## config.mk

```make
export PLATFORM = sky130hd
export DESIGN_NAME = xbit_unit
export DESIGN_NICKNAME = d
export VERILOG_FILES = /design/src/rtl/xbit_pkg.sv /design/src/rtl/xbit_alu.sv /design/src/rtl/xbit_seq.sv /design/src/rtl/xbit_unit.sv
export SDC_FILE = /design/constraint.sdc
export NUM_CORES = 1
export LEC_CHECK = 0
export BUFFER_PORTS_ARGS = -buffer_cell sky130_fd_sc_hd__buf_2
export CAP_MARGIN = 20
export CORE_ASPECT_RATIO = 1.4
export CORE_MARGIN = 2
export CORE_UTILIZATION = 54
export CTS_CLUSTER_SIZE = 8
export DETAILED_ROUTE_END_ITERATION = 16
export PLACE_DENSITY = 0.81
export SLEW_MARGIN = 5
export SYNTH_ARGS = -nofsm -noshare
export SYNTH_HDL_FRONTEND = slang
export SYNTH_HIERARCHICAL = 1
export SYNTH_SLANG_ARGS = --single-unit
```

## constraint.sdc

```tcl
create_clock -name clk -period 2.4 [get_ports clk]
set_clock_uncertainty 0.05 [all_clocks]
set_input_delay 0.24 -clock clk [delete_from_list [all_inputs] [get_ports clk]]
set_output_delay 0.24 -clock clk [all_outputs]
set_load 0.1 [all_outputs]
```

## src/rtl/xbit_pkg.sv

```systemverilog
package xbit_pkg;
  typedef enum logic [1:0] {
    CLS_SHIFT = 2'b00,
    CLS_TEST  = 2'b01,
    CLS_CLR   = 2'b10,
    CLS_SET   = 2'b11
  } op_class_e;

  typedef enum logic [1:0] {
    ST_IDLE,
    ST_READ,
    ST_CALC,
    ST_WRITE
  } seq_state_e;

  localparam logic [2:0] SEL_MEM_ONLY = 3'b110;
endpackage

```

## src/rtl/xbit_alu.sv

```systemverilog
module xbit_alu
  import xbit_pkg::*;
(
  input  logic [7:0] op,
  input  logic [7:0] din,
  input  logic       cin,
  output logic [7:0] res,
  output logic [7:0] flags,
  output logic       flags_upd,
  output logic       mem_upd
);
  op_class_e  cls;
  logic [2:0] idx;
  logic [7:0] mask;
  logic       cout;
  logic       tbit;

  assign cls  = op_class_e'(op[7:6]);
  assign idx  = op[5:3];
  assign mask = 8'(1) << idx;
  assign tbit = |(din & mask);

  always_comb begin
    res       = din;
    cout      = cin;
    flags     = 8'h00;
    flags_upd = 1'b0;
    mem_upd   = 1'b1;
    unique case (cls)
      CLS_SHIFT: begin
        case (idx)
          3'd0: begin res = {din[6:0], din[7]}; cout = din[7]; end
          3'd1: begin res = {din[0], din[7:1]}; cout = din[0]; end
          3'd2: begin res = {din[6:0], cin};    cout = din[7]; end
          3'd3: begin res = {cin, din[7:1]};    cout = din[0]; end
          3'd4: begin res = {din[6:0], 1'b0};   cout = din[7]; end
          3'd5: begin res = {din[7], din[7:1]}; cout = din[0]; end
          3'd6: begin res = {din[6:0], 1'b1};   cout = din[7]; end
          default: begin res = {1'b0, din[7:1]}; cout = din[0]; end
        endcase
        flags = {res[7], (res == 8'h00), res[5], 1'b0, res[3], ~^res, 1'b0, cout};
        flags_upd = 1'b1;
      end
      CLS_TEST: begin
        mem_upd   = 1'b0;
        flags_upd = 1'b1;
        flags = {(idx == 3'd7) & tbit, ~tbit, 1'b0, 1'b1, 1'b0, ~tbit, 1'b0, cin};
      end
      CLS_CLR: res = din & ~mask;
      default: res = din | mask;
    endcase
  end
endmodule

```

## src/rtl/xbit_seq.sv

```systemverilog
module xbit_seq
  import xbit_pkg::*;
#(
  parameter int ADDR_W = 16
) (
  input  logic              clk,
  input  logic              rst,
  input  logic              start,
  input  logic [7:0]        op_in,
  input  logic [7:0]        disp_in,
  input  logic [ADDR_W-1:0] base_in,
  input  logic              cin_in,
  input  logic              mem_ack,
  input  logic [7:0]        mem_rdata,
  input  logic [7:0]        alu_res,
  input  logic [7:0]        alu_flags,
  input  logic              alu_flags_upd,
  input  logic              alu_mem_upd,
  output logic [7:0]        op_q,
  output logic [7:0]        din_q,
  output logic              cin_q,
  output logic              busy,
  output logic              mem_req,
  output logic              mem_we,
  output logic [ADDR_W-1:0] mem_addr,
  output logic [7:0]        mem_wdata,
  output logic              rf_we,
  output logic [2:0]        rf_sel,
  output logic [7:0]        rf_wdata,
  output logic              flags_we,
  output logic [7:0]        flags_out,
  output logic              done
);
  localparam int EXT_W = ADDR_W - 8;

  seq_state_e        state;
  logic [ADDR_W-1:0] eff_addr;

  assign eff_addr = base_in + {{EXT_W{disp_in[7]}}, disp_in};
  assign busy     = (state != ST_IDLE);

  always_ff @(posedge clk) begin
    if (rst) begin
      state     <= ST_IDLE;
      op_q      <= 8'h00;
      din_q     <= 8'h00;
      cin_q     <= 1'b0;
      mem_req   <= 1'b0;
      mem_we    <= 1'b0;
      mem_addr  <= '0;
      mem_wdata <= 8'h00;
      rf_we     <= 1'b0;
      rf_sel    <= 3'b000;
      rf_wdata  <= 8'h00;
      flags_we  <= 1'b0;
      flags_out <= 8'h00;
      done      <= 1'b0;
    end else begin
      rf_we    <= 1'b0;
      flags_we <= 1'b0;
      done     <= 1'b0;
      case (state)
        ST_IDLE: if (start) begin
          op_q     <= op_in;
          cin_q    <= cin_in;
          mem_addr <= eff_addr;
          mem_req  <= 1'b1;
          mem_we   <= 1'b0;
          state    <= ST_READ;
        end
        ST_READ: if (mem_ack) begin
          mem_req <= 1'b0;
          din_q   <= mem_rdata;
          state   <= ST_CALC;
        end
        ST_CALC: begin
          if (alu_mem_upd) begin
            mem_req   <= 1'b1;
            mem_we    <= 1'b1;
            mem_wdata <= alu_res;
            state     <= ST_WRITE;
          end else begin
            flags_we  <= alu_flags_upd;
            flags_out <= alu_flags;
            done      <= 1'b1;
            state     <= ST_IDLE;
          end
        end
        default: if (mem_ack) begin
          mem_req   <= 1'b0;
          mem_we    <= 1'b0;
          done      <= 1'b1;
          flags_we  <= alu_flags_upd;
          if (alu_flags_upd) flags_out <= alu_flags;
          if (op_q[2:0] != SEL_MEM_ONLY) begin
            rf_we    <= 1'b1;
            rf_sel   <= op_q[2:0];
            rf_wdata <= mem_wdata;
          end
          state <= ST_IDLE;
        end
      endcase
    end
  end
endmodule

```

## src/rtl/xbit_unit.sv

```systemverilog
module xbit_unit #(
  parameter int ADDR_W = 16
) (
  input  logic              clk,
  input  logic              rst,
  input  logic              start,
  input  logic [7:0]        op_byte,
  input  logic [7:0]        disp_byte,
  input  logic [ADDR_W-1:0] index_base,
  input  logic              carry_in,
  output logic              busy,
  output logic              mem_req,
  output logic              mem_we,
  output logic [ADDR_W-1:0] mem_addr,
  output logic [7:0]        mem_wdata,
  input  logic [7:0]        mem_rdata,
  input  logic              mem_ack,
  output logic              rf_we,
  output logic [2:0]        rf_sel,
  output logic [7:0]        rf_wdata,
  output logic              flags_we,
  output logic [7:0]        flags_out,
  output logic              done
);
  logic [7:0] op_q;
  logic [7:0] din_q;
  logic       cin_q;
  logic [7:0] alu_res;
  logic [7:0] alu_flags;
  logic       alu_flags_upd;
  logic       alu_mem_upd;

  xbit_alu u_alu (
    .op        (op_q),
    .din       (din_q),
    .cin       (cin_q),
    .res       (alu_res),
    .flags     (alu_flags),
    .flags_upd (alu_flags_upd),
    .mem_upd   (alu_mem_upd)
  );

  xbit_seq #(.ADDR_W(ADDR_W)) u_seq (
    .clk           (clk),
    .rst           (rst),
    .start         (start),
    .op_in         (op_byte),
    .disp_in       (disp_byte),
    .base_in       (index_base),
    .cin_in        (carry_in),
    .mem_ack       (mem_ack),
    .mem_rdata     (mem_rdata),
    .alu_res       (alu_res),
    .alu_flags     (alu_flags),
    .alu_flags_upd (alu_flags_upd),
    .alu_mem_upd   (alu_mem_upd),
    .op_q          (op_q),
    .din_q         (din_q),
    .cin_q         (cin_q),
    .busy          (busy),
    .mem_req       (mem_req),
    .mem_we        (mem_we),
    .mem_addr      (mem_addr),
    .mem_wdata     (mem_wdata),
    .rf_we         (rf_we),
    .rf_sel        (rf_sel),
    .rf_wdata      (rf_wdata),
    .flags_we      (flags_we),
    .flags_out     (flags_out),
    .done          (done)
  );
endmodule

```

==> run summary, run 1 <==
Post-route ant nets = 0
Asr flop ratio synth = 0%
GRT overflow = 0
Netlist cell types = 61
Register area = 1340 µm²
Fmax = 0.466 GHz
Vias in the first global route = 3372
Final Hold Viols = 0
First-pass DRT Iterations = 4
Crit path DAT = 2.34 ns
Final instance area = 4600 µm²
Hold depth = 3
Row count = 36
CTS resizes = 0
Worst path depth = 9
Max-cap viol count = 0
Status = finished clean
Ys flop type = dfxtp_1
Residual DRC = 0
DRT iter0 DRCs = 204
Post-synth EDFFs = 0
Crit-path slowest cell = dfxtp_1
Fin. max-slew vios = 0
CP Class = reg2reg
ANT cells = 0
Die X = 74.9 µm
Final Util = 66.7%
Synthesized area per cell = 8.26 µm²
Crit-path max FO = 12
Leak = 2.02 nW
Reg2Reg Depth = 9
Fraction of layout cells with a size suffix above 1 = 25.4%
Cells after synthesis = 460
Setup TNS = 0 ns
Routability congestion estimate = 0.914
Largest stage delay, worst path = 0.55 ns
Most frequent cell after synthesis = nand2_1
Crit-path leading delay family = flip-flops
Inserted Clock Buffers = 9
Yosys warns = 6
Vias per cell = 5.48
Filler Cell Count = 575
Synthesized area = 3800 µm²
Nets = 620
Total GRT Usage = 24.8%
Port Buffers = 93
Clock Root Buffer = clkbuf_8
Wire length per cell = 13.9 µm
First-pass GRT wire length = 14800 µm
Max VDD drop = 0.692 mV
Mapped Nets = 529
Synth top cells by count = 73 x nand2_1, 67 x dfxtp_1, 49 x a21oi_1
Initial Utilization = 55.1%
CTS max path bufs = 2
Clk_lat worst skew = 0.36 ns
Initial antenna violation count = 0
Top-area cell type share of the netlist area = 35.3%
Cell Pwr Density = 1020 nW/µm²
Startpoint types = register
RSZ-0062 raised after global routing = false
Tcrit/Tclk final = 89.5%
CTS Hold Buffers Added = 0
Register bit total from synthesis = 67
Vertical die dimension = 103 µm
CTS tree = yes
CTS sink count = 67
CP endpoint kind = register
Post-synthesis sequential area ratio = 35.3%
Worst-path clk slew = 0.08 ns
Placement Setup Slack = 0.105 ns
I/O pin cnt = 94
Die area = 7730 µm²
Tmin final = 2.15 ns
Top post-synthesis cells by area = dfxtp_1 35%, ha_1 7.6%, nand2_1 7.2%, mux2i_1 6.9%, a21oi_1 6.5%
Post-route worst setup slack = 0.252 ns
Core Area = 6890 µm²
Pin count of the biggest net entering global routing = 47
Drt total wl = 9070 µm
Area of the multi-input gates = 2310 µm²
Final setup fails = 0
Via Count = 3565
Post-detail-place hpwl = 6940 µm
Setup bufs post-CTS = 0
CP required = 2.60 ns
HP Class = in2reg
Worst path bufs/invs = 0
Worst path cell trace = nand2b_1 > o22ai_1 > a21oi_2 > ha_1 > xor2_1 > xnor2_1 > o21ai_1 > mux2i_1 > nor2_1
Area Growth Syn to Fin = 21.1%
H-tree levels = 3
Leading area contributor after synthesis = dfxtp_1
Placed inst area = 4360 µm²
==> worst min-delay path, stage by stage <==
cell,delay [ns]
buf_2,0.09
nand2_1,0.04
a21oi_1,0.05
==> metrics by stage <==
stage / cells / hold slack (ns) / power, mW
final: 651 / 0.0567 / 4.69
after global routing: 651 / 0.0605 / 4.95
after CTS: 651 / 0.0378 / 4.71
after detailed placement: 635 / 0.394 / 3.62
after global placement: 635 / 0.386 / 3.58
after floorplan: 460 / 0.324 / 3.21
==> cells in the final DEF, fill, tap and decap left out, types with 3 or more instances in the layout <==
master    count
buf_4        11
nand2b_1      6
o21ai_0      11
xnor2_1       9
and2_1        6
o22ai_1       3
o221ai_1      3
a22o_1        4
xor2_1        6
nor2_1       48
a211oi_2      6
inv_1         8
o211ai_1      7
a21oi_1      49
a211oi_1      5
o21a_1        3
clkbuf_8     11
dfxtp_1      67
ha_1         23
mux2i_1      26
a21oi_2       3
buf_2        93
o21ai_1       8
nand3_1      11
nor3_1        8
nand2_1      73
a21o_1        4
a31oi_1       4
==> final cells by class <==
cell class                      instances  area share, %
Clock buffer                           11           3.29
Clock inverter                          5           1.82
Timing Repair Buffer                  105           12.4
Tap cell                               95           2.58
Sequential cell                        67           29.2
Inverter                                8          0.653
Multi-Input combinational cell        360           50.1
==> logic make-up after synthesis <==
family | synth area share, %
simple gates | 19.8
compound gates | 22.1
flops | 35.3
buf+inv | 3.95
mux | 7.15
fa+ha+maj | 8.11
xor+xnor | 3.46
other cells | 0.0988
==> final timing paths <==
check | startpoint | end | slack, ns
setup / recovery | u_seq/op_q[5]$_SDFFE_PP0P_ | u_seq/flags_out[2]$_SDFFE_PP0P_ | 0.25
hold / removal | op_byte[1] | u_seq/op_q[1]$_SDFFE_PP0P_ | 0.06
setup reg to reg | u_seq/op_q[5]$_SDFFE_PP0P_ | u_seq/flags_out[2]$_SDFFE_PP0P_ | 0.25
hold reg to reg | u_seq/mem_addr[5]$_SDFFE_PP0P_ | u_seq/mem_addr[5]$_SDFFE_PP0P_ | 0.41
==> flip-flops by register name, summed over array words and instances, names as in the netlist <==
signal,flops
u_seq/state,2
u_seq/flags_we,1
u_seq/cin_q,1
u_seq/op_q,8
u_seq/mem_addr,16
u_seq/mem_req,1
u_seq/rf_wdata,8
u_seq/mem_wdata,8
u_seq/flags_out,8
u_seq/rf_we,1
u_seq/din_q,8
u_seq/rf_sel,3
u_seq/done,1
u_seq/mem_we,1
==> layer usage <==
metal | GRT usage, % | up-vias | part of all wire, %
met4 | 14.6 | 0 | 3.4
met2 | 43.5 | 112 | 51
met1 | 26.8 | 1628 | 40
met3 | 5.52 | 21 | 5.5
li1 | - | 1804 | -
met5 | 0 | - | 0
==> report_power, final <==
| group | switching [mW] | internal [mW] |
|---|---|---|
| clock | 0.443 | 0.645 |
| sequential | 0.131 | 1.28 |
| combinational | 1.61 | 0.585 |
| total | 2.19 | 2.51 |
Note: power is estimated with default switching activity, not from simulation.
==> run 2, diff against run 1 <==
Settings changed: CORE_UTILIZATION 54 to 28, PLACE_DENSITY 0.81 to unset.
==> run 2 against run 1 <==
Effect of this change:
- die area grew 88%
- utilization decreased by 31 points
- non-clock buffer count rose by 1
- combinational power is essentially flat
- critical path depth shrank 1
- largest cell class unchanged
==> run summary, run 2 (synthesis results as in run 1) <==
GRT overflow = 0 (unchanged)
Worst setup startpoint = u_seq/op_q[3]$_SDFFE_PP0P_ (was u_seq/op_q[5]$_SDFFE_PP0P_)
Vias in the first global route = 3355 (was 3372)
CTS sink count = 67 (unchanged)
Worst path bufs/invs = 1 (was 0)
Via Count = 3533 (was 3565)
Leak = 2.08 nW (was 2.02 nW)
Final Hold Viols = 0 (unchanged)
H-tree levels = 3 (unchanged)
Routability congestion estimate = 0.859 (was 0.914)
CTS Hold Buffers Added = 0 (unchanged)
Port Buffers = 93 (unchanged)
Reg2Reg Depth = 8 (was 9)
Cell Pwr Density = 1050 nW/µm² (was 1020 nW/µm²)
Core Area = 13300 µm² (was 6890 µm²)
CTS tree = yes (unchanged)
First-pass GRT wire length = 16200 µm (was 14800 µm)
Die X = 102 µm (was 74.9 µm)
Max-cap viol count = 0 (unchanged)
Final setup fails = 0 (unchanged)
CP endpoint kind = register (unchanged)
Most frequent cells in the layout = 93 x buf_2, 73 x nand2_1, 67 x dfxtp_1 (unchanged)
DRT iter0 DRCs = 83 (was 204)
CTS resizes = 0 (unchanged)
Area Growth Syn to Fin = 26.6% (was 21.1%)
Cells after DPL = 723 (was 635)
Setup TNS = 0 ns (unchanged)
Fraction of layout cells with a size suffix above 1 = 25.4% (unchanged)
Setup bufs post-CTS = 0 (unchanged)
Crit-path max FO = 11 (was 12)
Largest stage delay, worst path = 0.57 ns (was 0.55 ns)
Final Util = 36.1% (was 66.7%)
Slew margin rel. = 63.7%
Worst-path clk slew = 0.05 ns (was 0.08 ns)
Pin count of the biggest net entering global routing = 28 (was 47)
Startpoint types = register (unchanged)
Area of the multi-input gates = 2310 µm² (unchanged)
Commonest non-fill, non-tap cell in the layout = buf_2 (unchanged)
CP Class = reg2reg (unchanged)
Filler Cell Count = 1397 (was 575)
Max FFs per register = 16 (unchanged)
Fmax = 0.469 GHz (was 0.466 GHz)
Crit-path slowest cell = dfxtp_1 (unchanged)
Register area = 1340 µm² (unchanged)
Final instance area = 4810 µm² (was 4600 µm²)
Initial Utilization = 28.5% (was 55.1%)
Tmin final = 2.13 ns (was 2.15 ns)
Reg2Reg Capture Point = u_seq/flags_out[2]$_SDFFE_PP0P_ (unchanged)
Wire length per cell = 13.8 µm (was 13.9 µm)
Vias per cell = 4.79 (was 5.48)
Crit-path leading delay family = flip-flops (unchanged)
Fin cells = 738 (was 651)
First-pass DRT Iterations = 4 (unchanged)
Worst path cell trace = buf_12 > mux2i_1 > ha_1 > xnor2_1 > xnor2_1 > o21ai_1 > mux2i_1 > nor2_1 (was nand2b_1 > o22ai_1 > a21oi_2 > ha_1 > xor2_1 > xnor2_1 > o21ai_1 > mux2i_1 > nor2_1)
Initial antenna violation count = 0 (unchanged)
Worst slew pin tran = 0.545 ns
Residual DRC = 0 (unchanged)
Reg-to-Reg Start = u_seq/op_q[3]$_SDFFE_PP0P_ (was u_seq/op_q[5]$_SDFFE_PP0P_)
Die area = 14500 µm² (was 7730 µm²)
Status = finished clean (unchanged)
Vertical die dimension = 142 µm (was 103 µm)
Tcrit/Tclk final = 88.8% (was 89.5%)
Worst path depth = 8 (was 9)
Power after layout = 5.07 mW (was 4.69 mW)
Post-detail-place hpwl = 8100 µm (was 6940 µm)
Inserted Clock Buffers = 9 (unchanged)
Crit path DAT = 2.29 ns (was 2.34 ns)
RSZ-0062 raised after global routing = false (unchanged)
Setup crit end = u_seq/flags_out[2]$_SDFFE_PP0P_ (unchanged)
Placed inst area = 4480 µm² (was 4360 µm²)
Fin. max-slew vios = 0 (unchanged)
Clk_lat worst skew = 0.33 ns (was 0.36 ns)
Nets = 621 (was 620)
Total GRT Usage = 14.1% (was 24.8%)
Clock Root Buffer = clkbuf_16 (was clkbuf_8)
Row count = 50 (was 36)
Max VDD drop = 0.624 mV (was 0.692 mV)
Drt total wl = 10200 µm (was 9070 µm)
ANT cells = 0 (unchanged)
HP Class = in2reg (unchanged)
Post-route ant nets = 0 (unchanged)
Largest reg by FF count = u_seq/mem_addr (unchanged)
Setup slack, reg-to-reg = 0.27 ns (was 0.25 ns)
I/O pin cnt = 94 (unchanged)
CTS max path bufs = 2 (unchanged)
CP required = 2.56 ns (was 2.60 ns)
==> run 2: layout make-up <==
| class | count | area share, % |
|---|---|---|
| clock buffer | 11 | 5.26 |
| clock inverter | 4 | 1.54 |
| inverter | 8 | 0.625 |
| multi-input combinational | 360 | 48.0 |
| sequential | 67 | 27.9 |
| tap | 182 | 4.74 |
| timing repair buffer | 106 | 12.0 |
==> run 2: worst min-delay path by stage <==
stage / slack [ns] / from / to / cells past startpoint
after CTS: 0.09 / op_byte[7] / u_seq/op_q[7]$_SDFFE_PP0P_ / 3
after floorplan: 0.32 / mem_ack / u_seq/rf_we$_SDFF_PP0_ / 2
after detailed placement: 0.40 / u_seq/mem_addr[0]$_SDFFE_PP0P_ / u_seq/mem_addr[0]$_SDFFE_PP0P_ / 2
after global placement: 0.39 / u_seq/mem_addr[5]$_SDFFE_PP0P_ / u_seq/mem_addr[5]$_SDFFE_PP0P_ / 2
final: 0.11 / op_byte[7] / u_seq/op_q[7]$_SDFFE_PP0P_ / 3
after global routing: 0.12 / mem_rdata[3] / u_seq/din_q[3]$_SDFFE_PP0P_ / 3
==> run 2: metrics by stage <==
| step | hold slack, ns | setup WS (ns) |
|---|---|---|
| 6_report | 0.107 | 0.269 |
| 5_1_grt | 0.116 | 0.111 |
| 4_1_cts | 0.0940 | 0.279 |
| 3_5_place_dp | 0.397 | 0.0841 |
| 3_3_place_gp | 0.394 | 0.121 |
| 2_1_floorplan | 0.324 | 0.348 |
==> run 2: where the power goes <==
part	total, mW	switching, mW	internal, mW
Sequential	1.42	0.144	1.28
Clock	1.44	0.477	0.960
Combinational	2.21	1.61	0.596
==> run 2: routing by layer <==
| metal | track usage (%) | vias to the layer above | wire, µm |
|---|---|---|---|
| met1 | 16.5 | 1622 | 4370 |
| li1 | - | 1804 | - |
| met2 | 24.1 | 94 | 5010 |
| met3 | 4.09 | 13 | 622 |
| met4 | 5.12 | 0 | 170 |
| met5 | 0 | - | 0 |
==> run 2: tightest hold or removal path, stage by stage <==
cell and delay (ns):
buf_2 0.09, nand2_1 0.05, a21oi_1 0.05
==> run 3, diff against run 2 <==
Settings changed: BUFFER_PORTS_ARGS -buffer_cell sky130_fd_sc_hd__buf_2 to -buffer_cell sky130_fd_sc_hd__buf_4.
==> run 3 against run 2 <==
Effect of this change:
- final cell count did not move
- via count rose by 0.48%
- design area grew 4.3%
- worst hold slack is essentially flat
- sequential power about the same
- sequential share of layout area down 1.1 points
- maximum frequency up 0.88%
- count of clock-buffer cells in the layout shrank 1
- routed wire length rose by 0.48%
- combinational power grew 4%
- register-to-register slack better by 0.02 ns
- first-iteration DRC count is 35% higher
==> run summary, run 3 (synthesis results as in run 1) <==
Detail Route met3 WL = 668 µm (was 622 µm)
Crit-path most repeated cell = xnor2_1
Final Hold Viols = 0 (unchanged)
Die X = 102 µm (unchanged)
Post-detail-place hpwl = 7980 µm (was 8100 µm)
Worst setup startpoint = u_seq/din_q[7]$_SDFFE_PP0P_ (was u_seq/op_q[3]$_SDFFE_PP0P_)
Reg2Reg Capture Point = u_seq/flags_out[2]$_SDFFE_PP0P_ (unchanged)
Crit-path max FO = 9 (was 11)
Max FFs per register = 16 (unchanged)
Fraction of layout cells with a size suffix above 1 = 25.2% (was 25.4%)
H-tree levels = 3 (unchanged)
Wire length per cell = 13.8 µm (about the same)
M1 WL = 4310 µm (was 4370 µm)
ANT cells = 0 (unchanged)
Initial Utilization = 28.5% (unchanged)
CTS resizes = 0 (unchanged)
HP Class = in2reg (unchanged)
Slew margin rel. = 53.4% (was 63.7%)
Top Metal Used = met4 (unchanged)
First-pass DRT Iterations = 4 (unchanged)
Crit-path slowest cell = dfxtp_1 (unchanged)
Clock Root Buffer = clkbuf_16 (unchanged)
Setup crit end = u_seq/flags_out[2]$_SDFFE_PP0P_ (unchanged)
Routability congestion estimate = 0.791 (was 0.859)
Fmax = 0.473 GHz (was 0.469 GHz)
Clk_lat worst skew = 0.33 ns (about the same)
Residual DRC = 0 (unchanged)
Drt total wl = 10200 µm (about the same)
Status = finished clean (unchanged)
Row count = 50 (unchanged)
Crit path DAT = 2.25 ns (was 2.29 ns)
Worst path depth = 9 (was 8)
First-pass GRT wire length = 16400 µm (was 16200 µm)
Power after layout = 5.12 mW (was 5.07 mW)
Critical hold path startpoint = op_byte[0] (was op_byte[7])
Startpoint types = register (unchanged)
Largest stage delay, worst path = 0.52 ns (was 0.57 ns)
Filler Cell Count = 1423 (was 1397)
Total GRT Usage = 14.3% (was 14.1%)
Vias in the first global route = 3456 (was 3355)
Vias per cell = 4.81 (was 4.79)
CP required = 2.54 ns (was 2.56 ns)
Setup TNS = 0 ns (unchanged)
Area Growth Syn to Fin = 32.0% (was 26.6%)
CP Class = reg2reg (unchanged)
Commonest non-fill, non-tap cell in the layout = buf_4 (was buf_2)
RSZ-0062 raised after global routing = false (unchanged)
CP endpoint kind = register (unchanged)
Tmin final = 2.11 ns (was 2.13 ns)
Max-cap viol count = 0 (unchanged)
Area of the multi-input gates = 2310 µm² (unchanged)
Die area = 14500 µm² (unchanged)
Port Buffers = 93 (unchanged)
Final setup fails = 0 (unchanged)
Initial antenna violation count = 0 (unchanged)
Fin. max-slew vios = 0 (unchanged)
CTS max path bufs = 2 (unchanged)
Core Area = 13300 µm² (unchanged)
Hold depth = 3 (unchanged)
Setup slack, reg-to-reg = 0.29 ns (was 0.27 ns)
Worst slew pin tran = 0.699 ns (was 0.545 ns)
Via Count = 3550 (was 3533)
GRT overflow = 0 (unchanged)
DRT iter0 DRCs = 112 (was 83)
CTS sink count = 67 (unchanged)
Inserted Clock Buffers = 9 (unchanged)
Setup bufs post-CTS = 0 (unchanged)
I/O pin cnt = 94 (unchanged)
Max VDD drop = 0.531 mV (was 0.624 mV)
Pin count of the biggest net entering global routing = 67 (was 28)
Worst-path clk slew = 0.06 ns (was 0.05 ns)
CTS Hold Buffers Added = 0 (unchanged)
Hold slack = 0.107 ns (about the same)
Cell Pwr Density = 1020 nW/µm² (was 1050 nW/µm²)
Reg2Reg Depth = 9 (was 8)
CTS tree = yes (unchanged)
Most frequent cells in the layout = 105 x buf_4, 73 x nand2_1, 67 x dfxtp_1 (was 93 x buf_2, 73 x nand2_1, 67 x dfxtp_1)
Worst path bufs/invs = 0 (was 1)
Tcrit/Tclk final = 88.0% (was 88.8%)
Reg-to-Reg Start = u_seq/din_q[7]$_SDFFE_PP0P_ (was u_seq/op_q[3]$_SDFFE_PP0P_)
Worst path cell trace = nor2b_1 > o22ai_1 > o21a_1 > ha_1 > xnor2_1 > xnor2_1 > o21ai_1 > mux2i_1 > nor2_1 (was buf_12 > mux2i_1 > ha_1 > xnor2_1 > xnor2_1 > o21ai_1 > mux2i_1 > nor2_1)
Vertical die dimension = 142 µm (unchanged)
Leak = 2.10 nW (was 2.08 nW)
Met2 WL post-DR = 5010 µm (about the same)
Post-route ant nets = 0 (unchanged)
Register area = 1340 µm² (unchanged)
Crit-path leading delay family = flip-flops (unchanged)
Largest reg by FF count = u_seq/mem_addr (unchanged)
Nets = 620 (was 621)
-- run 3: stage by stage --
stage | setup WS, ns | std cells | util, % | instance area, µm²
global placement | 0.0909 | 722 | 35.2 | 4690
floorplan | 0.348 | 460 | - | 3800
detailed placement | 0.0746 | 722 | 35.2 | 4690
global route | 0.0648 | 738 | 37.6 | 5010
finish | 0.287 | 738 | 37.6 | 5010
CTS | 0.277 | 738 | 37.6 | 5010
-- run 3: report_power, final --
part	total [mW]	leakage [nW]	switching (mW)	internal, mW
logic	2.29	1.40	1.62	0.674
clock network	1.40	0.153	0.494	0.911
registers	1.42	0.545	0.142	1.28
total	5.12	2.10	2.25	2.86
-- run 3: per-layer routing --
| layer | vias up | GRT usage (%) |
|---|---|---|
| met2 | 92 | 24.0 |
| met4 | 0 | 5.47 |
| met3 | 18 | 4.73 |
| met5 | - | 0 |
| met1 | 1637 | 16.6 |
| li1 | 1803 | - |
-- run 3: worst min-delay path by stage --
stage	end	slack [ns]
floorplan	u_seq/rf_we$_SDFF_PP0_	0.32
global placement	u_seq/mem_addr[5]$_SDFFE_PP0P_	0.40
detailed placement	u_seq/mem_addr[5]$_SDFFE_PP0P_	0.40
CTS	u_seq/op_q[0]$_SDFFE_PP0P_	0.09
global route	u_seq/op_q[0]$_SDFFE_PP0P_	0.1
finish	u_seq/op_q[0]$_SDFFE_PP0P_	0.11
-- run 3: layout make-up --
| type | instances | share of cell area (%) |
|---|---|---|
| clock buffers | 10 | 4.57 |
| clock inverters | 6 | 1.80 |
| inverters | 8 | 0.599 |
| well taps | 182 | 4.54 |
| multi-input cells | 360 | 46.0 |
| flip-flops and latches | 67 | 26.8 |
| repair buffers | 105 | 15.7 |
-- run 3: worst min-delay path, delay by kind of cell --
kind	cells	cell delay [ns]
AND/OR/NAND/NOR	1	0.04
AO/OA/AOI/OAI	1	0.05
buffers and inverters	1	0.11
